===== config.mk =====
export PLATFORM = sky130hd
export DESIGN_NAME = adcrf_top
export DESIGN_NICKNAME = d
export VERILOG_FILES = /design/src/rtl/adcrf_pkg.sv /design/src/rtl/adcrf_channel.sv /design/src/rtl/adcrf_por.sv /design/src/rtl/adcrf_rdmux.sv /design/src/rtl/adcrf_top.sv
export SDC_FILE = /design/constraint.sdc
export NUM_CORES = 1
export LEC_CHECK = 0
export CAP_MARGIN = 20
export CORE_MARGIN = 5
export CORE_UTILIZATION = 29
export CTS_BUF_LIST = sky130_fd_sc_hd__clkbuf_8
export DETAILED_ROUTE_END_ITERATION = 6
export PLACE_DENSITY = 0.51
export SYNTH_ARGS = -nofsm -noshare
export SYNTH_HDL_FRONTEND = slang
export SYNTH_HIERARCHICAL = 1
export SYNTH_SLANG_ARGS = --single-unit

===== constraint.sdc =====
create_clock -name clk -period 1.9 [get_ports clk]
set_clock_uncertainty 0.1 [all_clocks]
set_input_delay 0.38 -clock clk [delete_from_list [all_inputs] [get_ports clk]]
set_output_delay 0.38 -clock clk [all_outputs]
set_load 0.01 [all_outputs]

===== src/rtl/adcrf_pkg.sv =====
package adcrf_pkg;

    localparam int RES_W  = 16;
    localparam int CODE_W = 4;

    typedef struct packed {
        logic              oe;
        logic              oc;
        logic [CODE_W-1:0] rc;
    } ctrl_t;

    localparam ctrl_t CTRL_RST = '{oe: 1'b0, oc: 1'b0, rc: 4'h8};

    // Reset state of the per-channel status bits (AEH, AEL set; flags, IR clear)
    localparam logic AEH_RST = 1'b1;
    localparam logic AEL_RST = 1'b1;

    // Keep the top bits selected by the resolution code; code 0 keeps all 16
    function automatic logic [RES_W-1:0] res_mask(input logic [CODE_W-1:0] code);
        logic [4:0] nbits;
        nbits = (code == '0) ? 5'd16 : {1'b0, code};
        return {RES_W{1'b1}} << (5'd16 - nbits);
    endfunction

    function automatic logic [7:0] pack_ctrl(input ctrl_t c);
        return {c.oe, c.oc, 2'b00, c.rc};
    endfunction

endpackage


===== src/rtl/adcrf_channel.sv =====
module adcrf_channel
    import adcrf_pkg::*;
(
    input  logic              clk,
    input  logic              rst_n,
    input  logic              host_ctrl_we,
    input  logic              host_stat_we,
    input  logic [7:0]        wdata,
    input  logic              cv_we,
    input  logic [RES_W-1:0]  cv_raw,
    input  logic [CODE_W-1:0] cv_res,
    input  logic              cv_above,
    input  logic              cv_below,
    output logic [RES_W-1:0]  result,
    output logic [7:0]        ctrl_byte,
    output logic [7:0]        stat_byte,
    output logic              drain_on,
    output logic              alarm_hit
);

    ctrl_t ctrl_q;
    logic  aeh_q, ael_q, afh_q, afl_q, ir_q;

    always_ff @(posedge clk or negedge rst_n) begin
        if (!rst_n) begin
            result <= '0;
            ctrl_q <= CTRL_RST;
            aeh_q  <= AEH_RST;
            ael_q  <= AEL_RST;
            afh_q  <= 1'b0;
            afl_q  <= 1'b0;
            ir_q   <= 1'b0;
        end else begin
            if (host_ctrl_we) begin
                ctrl_q <= '{oe: wdata[7], oc: wdata[6], rc: wdata[3:0]};
            end
            if (host_stat_we) begin
                aeh_q <= wdata[3];
                ael_q <= wdata[2];
                ir_q  <= wdata[0];
                afh_q <= afh_q & wdata[5];
                afl_q <= afl_q & wdata[4];
            end
            // A conversion overrides a same-cycle host flag write
            if (cv_we) begin
                result <= cv_raw & res_mask(cv_res);
                afh_q  <= cv_above;
                afl_q  <= cv_below;
            end
        end
    end

    always_comb begin
        ctrl_byte = pack_ctrl(ctrl_q);
        stat_byte = {1'b0, 1'b0, afh_q, afl_q, aeh_q, ael_q, 1'b0, ir_q};
        drain_on  = ctrl_q.oe & ~ctrl_q.oc;
        alarm_hit = (afh_q & aeh_q) | (afl_q & ael_q);
    end

    AST_FLAGS_CLEAR_ON_QUIET: assert property (@(posedge clk) disable iff (!rst_n)
        cv_we && !cv_above && !cv_below |=> stat_byte[5:4] == 2'b00);
    AST_HOST_CLEARS_AFH: assert property (@(posedge clk) disable iff (!rst_n)
        host_stat_we && !wdata[5] && !cv_we |=> !stat_byte[5]);
    AST_RESULT_HOLDS: assert property (@(posedge clk) disable iff (!rst_n)
        !cv_we |=> $stable(result));
    AST_RES8_LOW_ZERO: assert property (@(posedge clk) disable iff (!rst_n)
        cv_we && cv_res == 4'd8 |=> result[7:0] == 8'h00);
    AST_DRAIN_ON_WRITE: assert property (@(posedge clk) disable iff (!rst_n)
        host_ctrl_we && wdata[7:6] == 2'b10 |=> drain_on);
    AST_DRAIN_OFF_WRITE: assert property (@(posedge clk) disable iff (!rst_n)
        host_ctrl_we && !wdata[7] |=> !drain_on);

endmodule


===== src/rtl/adcrf_por.sv =====
module adcrf_por (
    input  logic clk,
    input  logic rst_n,
    input  logic stat_we_any,
    input  logic wbit,
    output logic por
);

    always_ff @(posedge clk or negedge rst_n) begin
        if (!rst_n) begin
            por <= 1'b1;
        end else if (stat_we_any) begin
            por <= wbit;
        end
    end

    AST_POR_FOLLOWS_WRITE: assert property (@(posedge clk) disable iff (!rst_n)
        stat_we_any |=> por == $past(wbit));

endmodule


===== src/rtl/adcrf_rdmux.sv =====
module adcrf_rdmux
    import adcrf_pkg::*;
#(
    parameter int NUM_CH = 4,
    parameter int ADDR_W = 8
) (
    input  logic [ADDR_W-1:0]             addr,
    input  logic [NUM_CH-1:0][RES_W-1:0]  results,
    input  logic [NUM_CH-1:0][7:0]        ctrl_bytes,
    input  logic [NUM_CH-1:0][7:0]        stat_bytes,
    input  logic                          por,
    output logic [7:0]                    rdata
);

    localparam int CH_W    = $clog2(NUM_CH);
    localparam int PG_SIZE = 2 * NUM_CH;

    logic [CH_W-1:0] ch;

    always_comb begin
        rdata = 8'h00;
        ch    = addr[CH_W:1];
        if (addr < ADDR_W'(PG_SIZE)) begin
            rdata = addr[0] ? results[ch][15:8] : results[ch][7:0];
        end else if (addr < ADDR_W'(2 * PG_SIZE)) begin
            rdata = addr[0] ? {por, stat_bytes[ch][6:0]} : ctrl_bytes[ch];
        end
    end

endmodule


===== src/rtl/adcrf_top.sv =====
module adcrf_top
    import adcrf_pkg::*;
#(
    parameter int NUM_CH = 4,
    parameter int ADDR_W = 8,
    localparam int CH_W  = $clog2(NUM_CH)
) (
    input  logic              clk,
    input  logic              rst_n,
    input  logic              host_we,
    input  logic [ADDR_W-1:0] host_addr,
    input  logic [7:0]        host_wdata,
    output logic [7:0]        host_rdata,
    input  logic              cv_valid,
    input  logic [CH_W-1:0]   cv_ch,
    input  logic [RES_W-1:0]  cv_raw,
    input  logic [CODE_W-1:0] cv_res,
    input  logic              cv_above,
    input  logic              cv_below,
    output logic [NUM_CH-1:0] drain_on,
    output logic              search_req
);

    localparam int PG_SIZE = 2 * NUM_CH;

    logic                         pg1_sel;
    logic                         pg1_we;
    logic [CH_W-1:0]              wr_ch;
    logic [NUM_CH-1:0]            ctrl_we, stat_we, cv_we, alarm_hit;
    logic [NUM_CH-1:0][RES_W-1:0] results;
    logic [NUM_CH-1:0][7:0]       ctrl_bytes, stat_bytes;
    logic                         por;

    assign pg1_sel = (host_addr >= ADDR_W'(PG_SIZE)) && (host_addr < ADDR_W'(2 * PG_SIZE));
    assign pg1_we  = host_we && pg1_sel;
    assign wr_ch   = host_addr[CH_W:1];

    for (genvar n = 0; n < NUM_CH; n++) begin : g_ch
        assign ctrl_we[n] = pg1_we && (wr_ch == CH_W'(n)) && !host_addr[0];
        assign stat_we[n] = pg1_we && (wr_ch == CH_W'(n)) && host_addr[0];
        assign cv_we[n]   = cv_valid && (cv_ch == CH_W'(n));

        adcrf_channel u_ch (
            .clk          (clk),
            .rst_n        (rst_n),
            .host_ctrl_we (ctrl_we[n]),
            .host_stat_we (stat_we[n]),
            .wdata        (host_wdata),
            .cv_we        (cv_we[n]),
            .cv_raw       (cv_raw),
            .cv_res       (cv_res),
            .cv_above     (cv_above),
            .cv_below     (cv_below),
            .result       (results[n]),
            .ctrl_byte    (ctrl_bytes[n]),
            .stat_byte    (stat_bytes[n]),
            .drain_on     (drain_on[n]),
            .alarm_hit    (alarm_hit[n])
        );
    end

    adcrf_por u_por (
        .clk         (clk),
        .rst_n       (rst_n),
        .stat_we_any (|stat_we),
        .wbit        (host_wdata[7]),
        .por         (por)
    );

    adcrf_rdmux #(.NUM_CH(NUM_CH), .ADDR_W(ADDR_W)) u_rd (
        .addr       (host_addr),
        .results    (results),
        .ctrl_bytes (ctrl_bytes),
        .stat_bytes (stat_bytes),
        .por        (por),
        .rdata      (host_rdata)
    );

    assign search_req = por | (|alarm_hit);

    AST_OOR_READ_ZERO: assert property (@(posedge clk) disable iff (!rst_n)
        host_addr >= ADDR_W'(2 * PG_SIZE) |-> host_rdata == 8'h00);
    AST_CTRL_RSVD_ZERO: assert property (@(posedge clk) disable iff (!rst_n)
        pg1_sel && !host_addr[0] |-> host_rdata[5:4] == 2'b00);
    AST_STAT_RSVD_ZERO: assert property (@(posedge clk) disable iff (!rst_n)
        pg1_sel && host_addr[0] |-> host_rdata[6] == 1'b0 && host_rdata[1] == 1'b0);
    AST_POR_FORCES_SEARCH: assert property (@(posedge clk) disable iff (!rst_n)
        por |-> search_req);

endmodule


==> results of run 1 <==
==> repair_timing <==
item	4_1_cts	5_1_grt
setup buffers	3	8
gates resized for setup	69	31
gates cloned	2	0
hold endpoints to repair	27	0
setup endpoints to repair	62	94
pin swaps	8	7
hold buffers	1	0
==> power by group through the flow <==
stage / Clock (uW) / Combinational, uW / Sequential, uW
final: 1350 / 1550 / 2810
after global routing: 1460 / 1690 / 2840
after CTS: 1390 / 1510 / 2800
after detailed placement: 0 / 1480 / 2850
after global placement: 0 / 1450 / 2840
after floorplan: 0 / 808 / 2760
==> worst reg2reg max path, cell delays in order (launching register included) <==
cell,delay (ns)
dfrtp_1,0.43
buf_4,0.15
buf_4,0.12
mux2i_1,0.11
a31oi_1,0.06
==> routing by layer <==
| layer | up-vias | GRT usage |
|---|---|---|
| met5 | - | 0 |
| met4 | 0 | 0.03402 |
| met3 | 17 | 0.03105 |
| met2 | 130 | 0.2370 |
| met1 | 2526 | 0.2011 |
| li1 | 2389 | - |
==> metrics by stage <==
step | util | hold slack (ns) | instances
after detailed placement | 0.3641 | 0.2968 | 1004
after floorplan | - | -0.01559 | 600
final | 0.3829 | 0.4202 | 1033
after global routing | 0.3829 | 0.4399 | 1033
after global placement | 0.3641 | 0.2883 | 1004
after CTS | 0.3766 | 0.4197 | 1026
==> worst max path at each step <==
stage / startpoint / endpoint / slack (ns) / depth (start not counted)
floorplan: host_addr[4] / g_ch[1].u_ch/ir_q$_DFFE_PN0P_ / -0.10 / 4
global route: g_ch[0].u_ch/afh_q$_DFFE_PN0P_ / host_rdata[5] / -0.64 / 4
finish: g_ch[3].u_ch/afh_q$_DFFE_PN0P_ / host_rdata[5] / -0.57 / 4
global placement: host_addr[2] / host_rdata[0] / -1.13 / 7
CTS: g_ch[2].u_ch/result[11]$_DFFE_PN0P_ / host_rdata[3] / -0.63 / 4
detailed placement: host_addr[2] / host_rdata[3] / -1.13 / 7
==> state kept, by name (all words and copies together), names as in the netlist <==
| register | count |
|---|---|
| g_ch.u_ch/ctrl_byte | 24 |
| g_ch.u_ch/result | 64 |
| g_ch.u_ch/aeh_q | 4 |
| g_ch.u_ch/afl_q | 4 |
| u_por/por | 1 |
| g_ch.u_ch/ir_q | 4 |
| g_ch.u_ch/ael_q | 4 |
| g_ch.u_ch/afh_q | 4 |
==> cell type report <==
class,count,area share
inverter,60,0.02614
multi-input combinational,358,0.3777
timing repair buffer,205,0.2161
sequential,109,0.3185
clock buffer,9,0.01438
tap,285,0.04139
clock inverter,7,0.005809
==> results.md, run 1 <==
Detailed routing:
- The post-detailed-routing wire length is 18920 um.
- The routed metal-1 wirelength is 8705 um.
- Before antenna repair, the detailed router went through 5 iterations.
- The remaining design rule violation count is 0.
- After the first detailed-routing iteration, the DRC count stood at 268.
- The met3 wire length is 908 um.
- The total number of vias is 5062.
- The average wire length per cell after detail routing is 18.32 um.
- The highest metal layer with signal wires is met4.
- The number of routed nets with antenna violations is 0.
- The wire length on met2 is 9031 um.
- Dividing the detail-routed via count by the number of cells gives 4.900.

STA:
- After routing, the total negative slack on setup checks comes to -4.255 ns.
- The period utilization is 1.301.
- The total count of hold-check failures in the final report is 0.
- The routed design could run at a clock period as short as 2.472 ns.
- Setup repair after global routing could not meet its margin everywhere.
- The setup slack of the critical path after layout is -0.5724 ns.
- The upper clock frequency limit is 0.4045 GHz.
- The max-slew violation total from the final report is 0.
- Setup violations remaining at the end of the flow were counted as 9.
- The remaining max-slew budget at the tightest pin is 0.6441.
- For the pin with the worst max-slew slack, the measured transition is 0.5339 ns.

Power and ir drop:
- The internal portion of the total power is 3970 uW.
- The power share of the sequential group is 0.492.
- The share of total power dissipated in combinational logic is 0.272.
- The switching portion of total power is 0.3042.
- The total power density per cell area is 662.3 nW/um2.
- Power comes to 5706 uW.
- The leakage power is 0.003871 uW.
- The portion of total power attributed to the clock network is 0.236.
- The worst-case IR drop observed on VDD is 0.3008 mV.
- In this run the power spent charging and discharging nets is 1736 uW.

GRT:
- The maximum number of pins on one net before global-route repair is 38.
- The via count of the first global-routing pass is 5313.
- After global routing the overflow that remains totals 0.
- The first global-routing pass estimated 29960 um of wire.
- The aggregate global-route resource usage is 0.1462.
- The initial antenna violation count was 0.

Clock network:
- The longest clock path from root to sink contains 2 buffers.
- Clock tree synthesis inserted a total of 9 buffers.
- The TritonCTS sink count is 109.
- The clock root buffer is clkbuf_8.
- The TritonCTS clock tree is built.
- The H-tree depth is 3.
- Clock-pin slew was measured on the worst setup and hold paths at 0.10 ns.
- The insertion delay to the later sink of the worst-skew pair is 0.38 ns.

Layout:
- After routing the design area is 8616 um2.
- The area of all sequential standard cells is 2744 um2.
- The library cells used most frequently in the layout, excluding fill and tap cells, are buf_4, dfrtp_1, inv_1.
- 0 antenna diodes ended up in the layout.
- In the final layout, the share of cells above drive strength 1 is 0.3864.
- The area growth from synthesis to layout is 31.11%.
- The most common cell after layout, fill and taps aside is buf_4.
- The layout filler cell count is 2211.
- The net count of the finished layout is 803.
- The area of the multi-input gates is 3254 um2.

Floorplanning:
- The top-level port count is 57.
- The die area is 25770 um2.
- The initialized floorplan defines 55 standard-cell rows.
- The y dimension of the die is 160.5 um.
- In this run the horizontal extent of the chip is 160.5 um.
- After floorplanning, the core was sized to cover 22500 um2.
- The initial utilization of the core area, before any placement, comes to 0.2920.

Worst hold path:
- The path with the worst hold slack has its endpoint at g_ch[2].u_ch/ctrl_byte[1]$_DFFE_PN0P_.
- The class of the tightest hold or removal check is register to register.
- Counting instances, the worst hold path has a depth of 1.
- The worst min-delay path startpoint is g_ch[2].u_ch/ctrl_byte[1]$_DFFE_PN0P_.

Critical path:
- The largest stage delay on the critical path is 0.49 ns.
- The worst setup path is of the register to output pin kind.
- The cell family contributing the most delay on the critical path is compound AO/OA/AOI/OAI gates.
- The type of element launching the critical path is a register.
- The critical path goes through mux4_2, a22o_1, a221o_1, buf_2.
- The data required time of the critical path is 1.42 ns.
- The depth of the most critical reg-to-reg path is 4.
- STA puts the critical path data arrival time at 1.99 ns.
- In this run the critical register-to-register path is launched from g_ch[2].u_ch/result[11]$_DFFE_PN0P_.
- The worst-path maximum fanout is 2.
- The setup slack of the most critical reg-to-reg path is 0.82 ns.
- STA classifies the critical path endpoint as an output pin.
- Counting both buffers and inverters, the worst setup path holds a total of 1.
- The critical register-to-register path endpoint is g_ch[2].u_ch/result[11]$_DFFE_PN0P_.
- The slowest stage of the critical path is the mux4_2 cell.

Synthesis:
- The cell area that synthesis handed to floorplanning was 6571 um2.
- During synthesis, Yosys emitted a total of 6 warnings.
- Synthesis produced a netlist whose cell count is 588.
- A synthesized cell averages 11.18 um2.

Placement:
- The weighted congestion at the end of routability-driven global placement is 0.8419.
- The post-detailed-placement cell area is 8194 um2.
- At the placement stage, the worst setup path has a slack of -1.127 ns.
- The half-perimeter wire length after placement is 14300 um.
- Input and output buffers added on the ports amount to 56.

Run:
- The max capacitance violation total is 0.

Status:
- The run finished, with violations left.
- The final reports fail on setup timing.
Power figures use the tool's default switching activity.
==> run 2, diff against run 1 <==
--- a/config.mk
+++ b/config.mk
@@ -5,13 +5,12 @@
 export SDC_FILE = /design/constraint.sdc
 export NUM_CORES = 1
 export LEC_CHECK = 0
-export CAP_MARGIN = 20
 export CORE_MARGIN = 5
 export CORE_UTILIZATION = 29
 export CTS_BUF_LIST = sky130_fd_sc_hd__clkbuf_8
+export CTS_CLUSTER_DIAMETER = 80
 export DETAILED_ROUTE_END_ITERATION = 6
-export PLACE_DENSITY = 0.51
+export PLACE_DENSITY = 0.52
 export SYNTH_ARGS = -nofsm -noshare
 export SYNTH_HDL_FRONTEND = slang
-export SYNTH_HIERARCHICAL = 1
 export SYNTH_SLANG_ARGS = --single-unit
==> run 2 against run 1 <==
The run still ends with setup timing left. Register-to-register slack improved by 0.05 ns. Combinational power is 23% lower. Non-clock buffer count shrank 49. Global-route usage rose by 0.58 points. Critical path depth did not move. Sequential share of layout area grew 4.3 points. Setup slack improved by 0.15 ns. Utilization is 0.57 points higher. Via count is 13% lower. First-iteration DRC count decreased by 9.3%. Critical endpoint unchanged. Largest cell class unchanged. Largest power group unchanged.
==> results.md, run 2 <==
Placement:
- The worst setup timing slack at the placement stage is -0.9485 ns.
- Including well taps, the total number of placed cells is 861.
- Buffers placed on the I/O ports in this run total 56.
- The half-perimeter wire length after placement is 11790 um.
- The post-detailed-placement cell area is 7148 um2.
- The congestion estimate from routability-driven global placement came to 0.8443.

Critical path:
- The type of element launching the critical path is a register.
- The kind of critical path is register to output pin.
- At the worst endpoint, the arrival time is 1.84 ns.
- The worst register-to-register path ends at g_ch[3].u_ch.afh_q$_DFFE_PN0P_.
- The critical path goes through mux4_4, mux2i_4, o21ai_1, buf_2.
- The largest stage delay on the critical path is 0.62 ns.
- The standard cell with the maximum stage delay on the critical path is mux4_4.
- The endpoint class of the critical path is an output pin.
- The data required time of the critical path is 1.42 ns.
- The setup slack of the most critical reg-to-reg path is 0.87 ns.
- The depth of the critical timing path with buffers and inverters included is 4.
- Counting both buffers and inverters, the worst setup path holds a total of 1.
- The startpoint of the most critical register-to-register path is g_ch[3].u_ch.afh_q$_DFFE_PN0P_.
- The end point of the critical path is host_rdata[5].
- The worst-path maximum fanout is 2.
- The gate family responsible for the most delay along the worst path is multiplexers.
- The startpoint of the most critical setup path is g_ch[2].u_ch.result[5]$_DFFE_PN0P_.
- The depth of the most critical reg-to-reg path is 3.

Synthesis:
- Counting instances in the post-synthesis netlist gives the leading cell types as nand2_1, dfrtp_1, mux2_2, o21ai_0, o31ai_1.
- Sorting the synthesized cells by area gives the leading types as dfrtp_1, mux4_2, nand2_1.
- After synthesis, the share of flip-flops with an asynchronous set or reset is 1.000.
- Counting every instance in the synthesized netlist gives 496.
- The area share of the largest cell type after synthesis is 0.4175.
- The post-synth design cell area is 5754 um2.
- The post-synthesis net count is 544.
- The proportion of synthesized chip area in sequential cells is 0.4768.
- After synthesis the netlist holds a flip-flop and latch count of 109.
- In the synthesized netlist the dominant register cell turns out to be dfrtp_1.
- The most frequently used cell type in the post-synthesis netlist is nand2_1.
- The synthesized design contains 0 enable-type register cells.
- Each instance of the synthesized netlist takes up on average 11.60 um2.
- During synthesis, Yosys emitted a total of 0 warnings.
- The unique cell type count in the Yosys netlist is 48.
- Summed over all instances, the cell type with the most area after synthesis is dfrtp_1.

STA:
- The period utilization is 1.220.
- The transition time at the pin with the least slew margin is 0.6339 ns.
- The remaining max-slew budget at the tightest pin is 0.5774.
- After layout, the worst setup slack is -0.4178 ns.
- The total count of hold-check failures in the final report is 0.
- Setup repair after global routing could not meet its margin everywhere.
- Setup total negative slack on the finished layout was measured at -3.026 ns.
- The max-slew violation total from the final report is 0.
- The upper clock frequency limit is 0.4314 GHz.
- The final period demand of the worst path is 2.318 ns.
- The total setup violations reported at the end of the flow is 9.

Clock network:
- The H-tree depth is 3.
- TritonCTS built the clock tree.
- The cell sitting at the root of the clock tree is a clkbuf_8.
- The insertion delay to the later sink of the worst-skew pair is 0.39 ns.
- Clock-pin slew was measured on the worst setup and hold paths at 0.12 ns.
- Buffers inserted during clock tree synthesis total 9.
- The number of buffers between clock root and the deepest sink is 2.
- The TritonCTS sink count is 109.

Detailed routing:
- The first-pass iteration count of the detailed router is 4.
- The routed layout has 4418 vias.
- The DRC marker count from the first detailed-route iteration is 243.
- Using the TritonRoute via totals, the vias-per-cell ratio works out to 4.942.
- The post-detailed-routing wire length is 16570 um.
- After detailed routing, the average wire length per cell comes to 18.53 um.
- The remaining design rule violation count is 0.
- The detail route stage leaves a number of antenna-violating nets equal to 0.

GRT:
- The aggregate global-route resource usage is 0.1520.
- The maximum number of pins on one net before global-route repair is 110.
- The first global-routing pass estimated 26230 um of wire.
- The initial antenna violation count came to 1.
- After global routing the overflow that remains totals 0.
- The via count of the first global-routing pass is 4674.

Floorplanning:
- During I/O placement, the number of pins put on the boundary was 57.
- The die area is 22760 um2.
- Row generation in the floorplan step produced 51 rows.
- The area of the placeable core is 19530 um2.
- The initial utilization of the core area, before any placement, comes to 0.2947.
- The y dimension of the die is 150.9 um.
- The die width is 150.9 um.

Layout:
- In the layout the commonest cells are nand2_1, dfrtp_1, buf_4.
- The register with the most flip-flops in the layout has 64 of them.
- The most common cell after layout, fill and taps aside is nand2_1.
- The count of cells in the finished layout, fillers not included, comes to 894.
- The final instance area is 7587 um2.
- The register with the most flip-flops is g_ch.u_ch.result.
- The repair_antennas step left the layout with diodes totalling 0.
- In the final layout, the share of cells above drive strength 1 is 0.3672.
- The layout net count is 672.
- Fill cells in the final layout number 1902.
- The signed area change from the synthesized netlist to the final layout is 31.85%.

Status:
- The checks that failed: setup timing.
- The run finished, with violations left.

Worst hold path:
- The class of the tightest hold or removal check is register to register.
- The worst hold path depth is 2.

Run:
- Across the run, the number of max-cap violations was 0.

Power and ir drop:
- The power after layout is 5305 uW.
- In this run the static leakage power is 0.003472 uW.
- The peak ir drop on the vdd network is 0.3417 mV.
- Power spread over the standard cell area amounts to 699.2 nW/um2.
## run 2: final cells by class
| type | count | area [um2] | area share |
|---|---|---|---|
| clock buffers | 10 | 137.6 | 0.01814 |
| clock inverters | 6 | 52.55 | 0.006926 |
| inverters | 7 | 26.28 | 0.003463 |
| multi-input cells | 341 | 2895 | 0.3816 |
| flip-flops and latches | 109 | 2744 | 0.3616 |
| well taps | 265 | 331.6 | 0.04370 |
| repair buffers | 156 | 1400 | 0.1845 |
## run 2: power breakdown
part / internal, uW / switching (uW) / total [uW]
Clock: 539 / 869 / 1410
Sequential: 2580 / 134 / 2710
Combinational: 624 / 564 / 1190
Total: 3740 / 1570 / 5310
## run 2: logic make-up (layout without fill, tap and decap cells)
kind of cell,Yosys count,after routing,synth area share
mux,80,80,0.2077
compound gates,89,89,0.1046
flops,109,109,0.4768
fa+ha+maj,4,4,0.008698
buf+inv,46,179,0.04240
simple gates,168,168,0.1598
## run 2: per-layer routing
metal	wire length, um	global-route usage	vias up
met3	757	0.03710	17
met5	7	0	-
met1	7578	0.2010	2214
met4	246	0.03898	2
li1	-	-	2092
met2	7978	0.2509	93
## run 2: worst min path at each step
stage / start / endpoint / slack (ns)
2_1_floorplan: rst_n / g_ch[0].u_ch.afh_q$_DFFE_PN0P_ / -0.02
3_3_place_gp: g_ch[3].u_ch.result[15]$_DFFE_PN0P_ / g_ch[3].u_ch.result[15]$_DFFE_PN0P_ / 0.35
3_5_place_dp: g_ch[3].u_ch.result[15]$_DFFE_PN0P_ / g_ch[3].u_ch.result[15]$_DFFE_PN0P_ / 0.36
4_1_cts: g_ch[3].u_ch.result[15]$_DFFE_PN0P_ / g_ch[3].u_ch.result[15]$_DFFE_PN0P_ / 0.39
5_1_grt: g_ch[1].u_ch.result[4]$_DFFE_PN0P_ / g_ch[1].u_ch.result[4]$_DFFE_PN0P_ / 0.41
6_report: g_ch[1].u_ch.result[4]$_DFFE_PN0P_ / g_ch[1].u_ch.result[4]$_DFFE_PN0P_ / 0.39
## run 2: stage by stage
| step | hold slack [ns] | utilization |
|---|---|---|
| final | 0.3851 | 0.3886 |
| after global routing | 0.4070 | 0.3886 |
| after CTS | 0.3868 | 0.3851 |
| after detailed placement | 0.3581 | 0.3661 |
| after global placement | 0.3522 | 0.3661 |
| after floorplan | -0.01559 | - |
## run 2: timing repair
action | CTS | global route
cloned | 0 | 0
hold buffers | 1 | 0
buffers inserted | 13 | 4
setup endpoints to repair | 40 | 13
gates resized for setup | 69 | 7
endpoints found under the hold margin | 96 | 0
pin swaps | 8 | 2
## run 2: worst min-delay path: stages (launching register included)
cell and delay [ns]:
dfrtp_1 0.36, nand2_1 0.05, o31ai_1 0.05
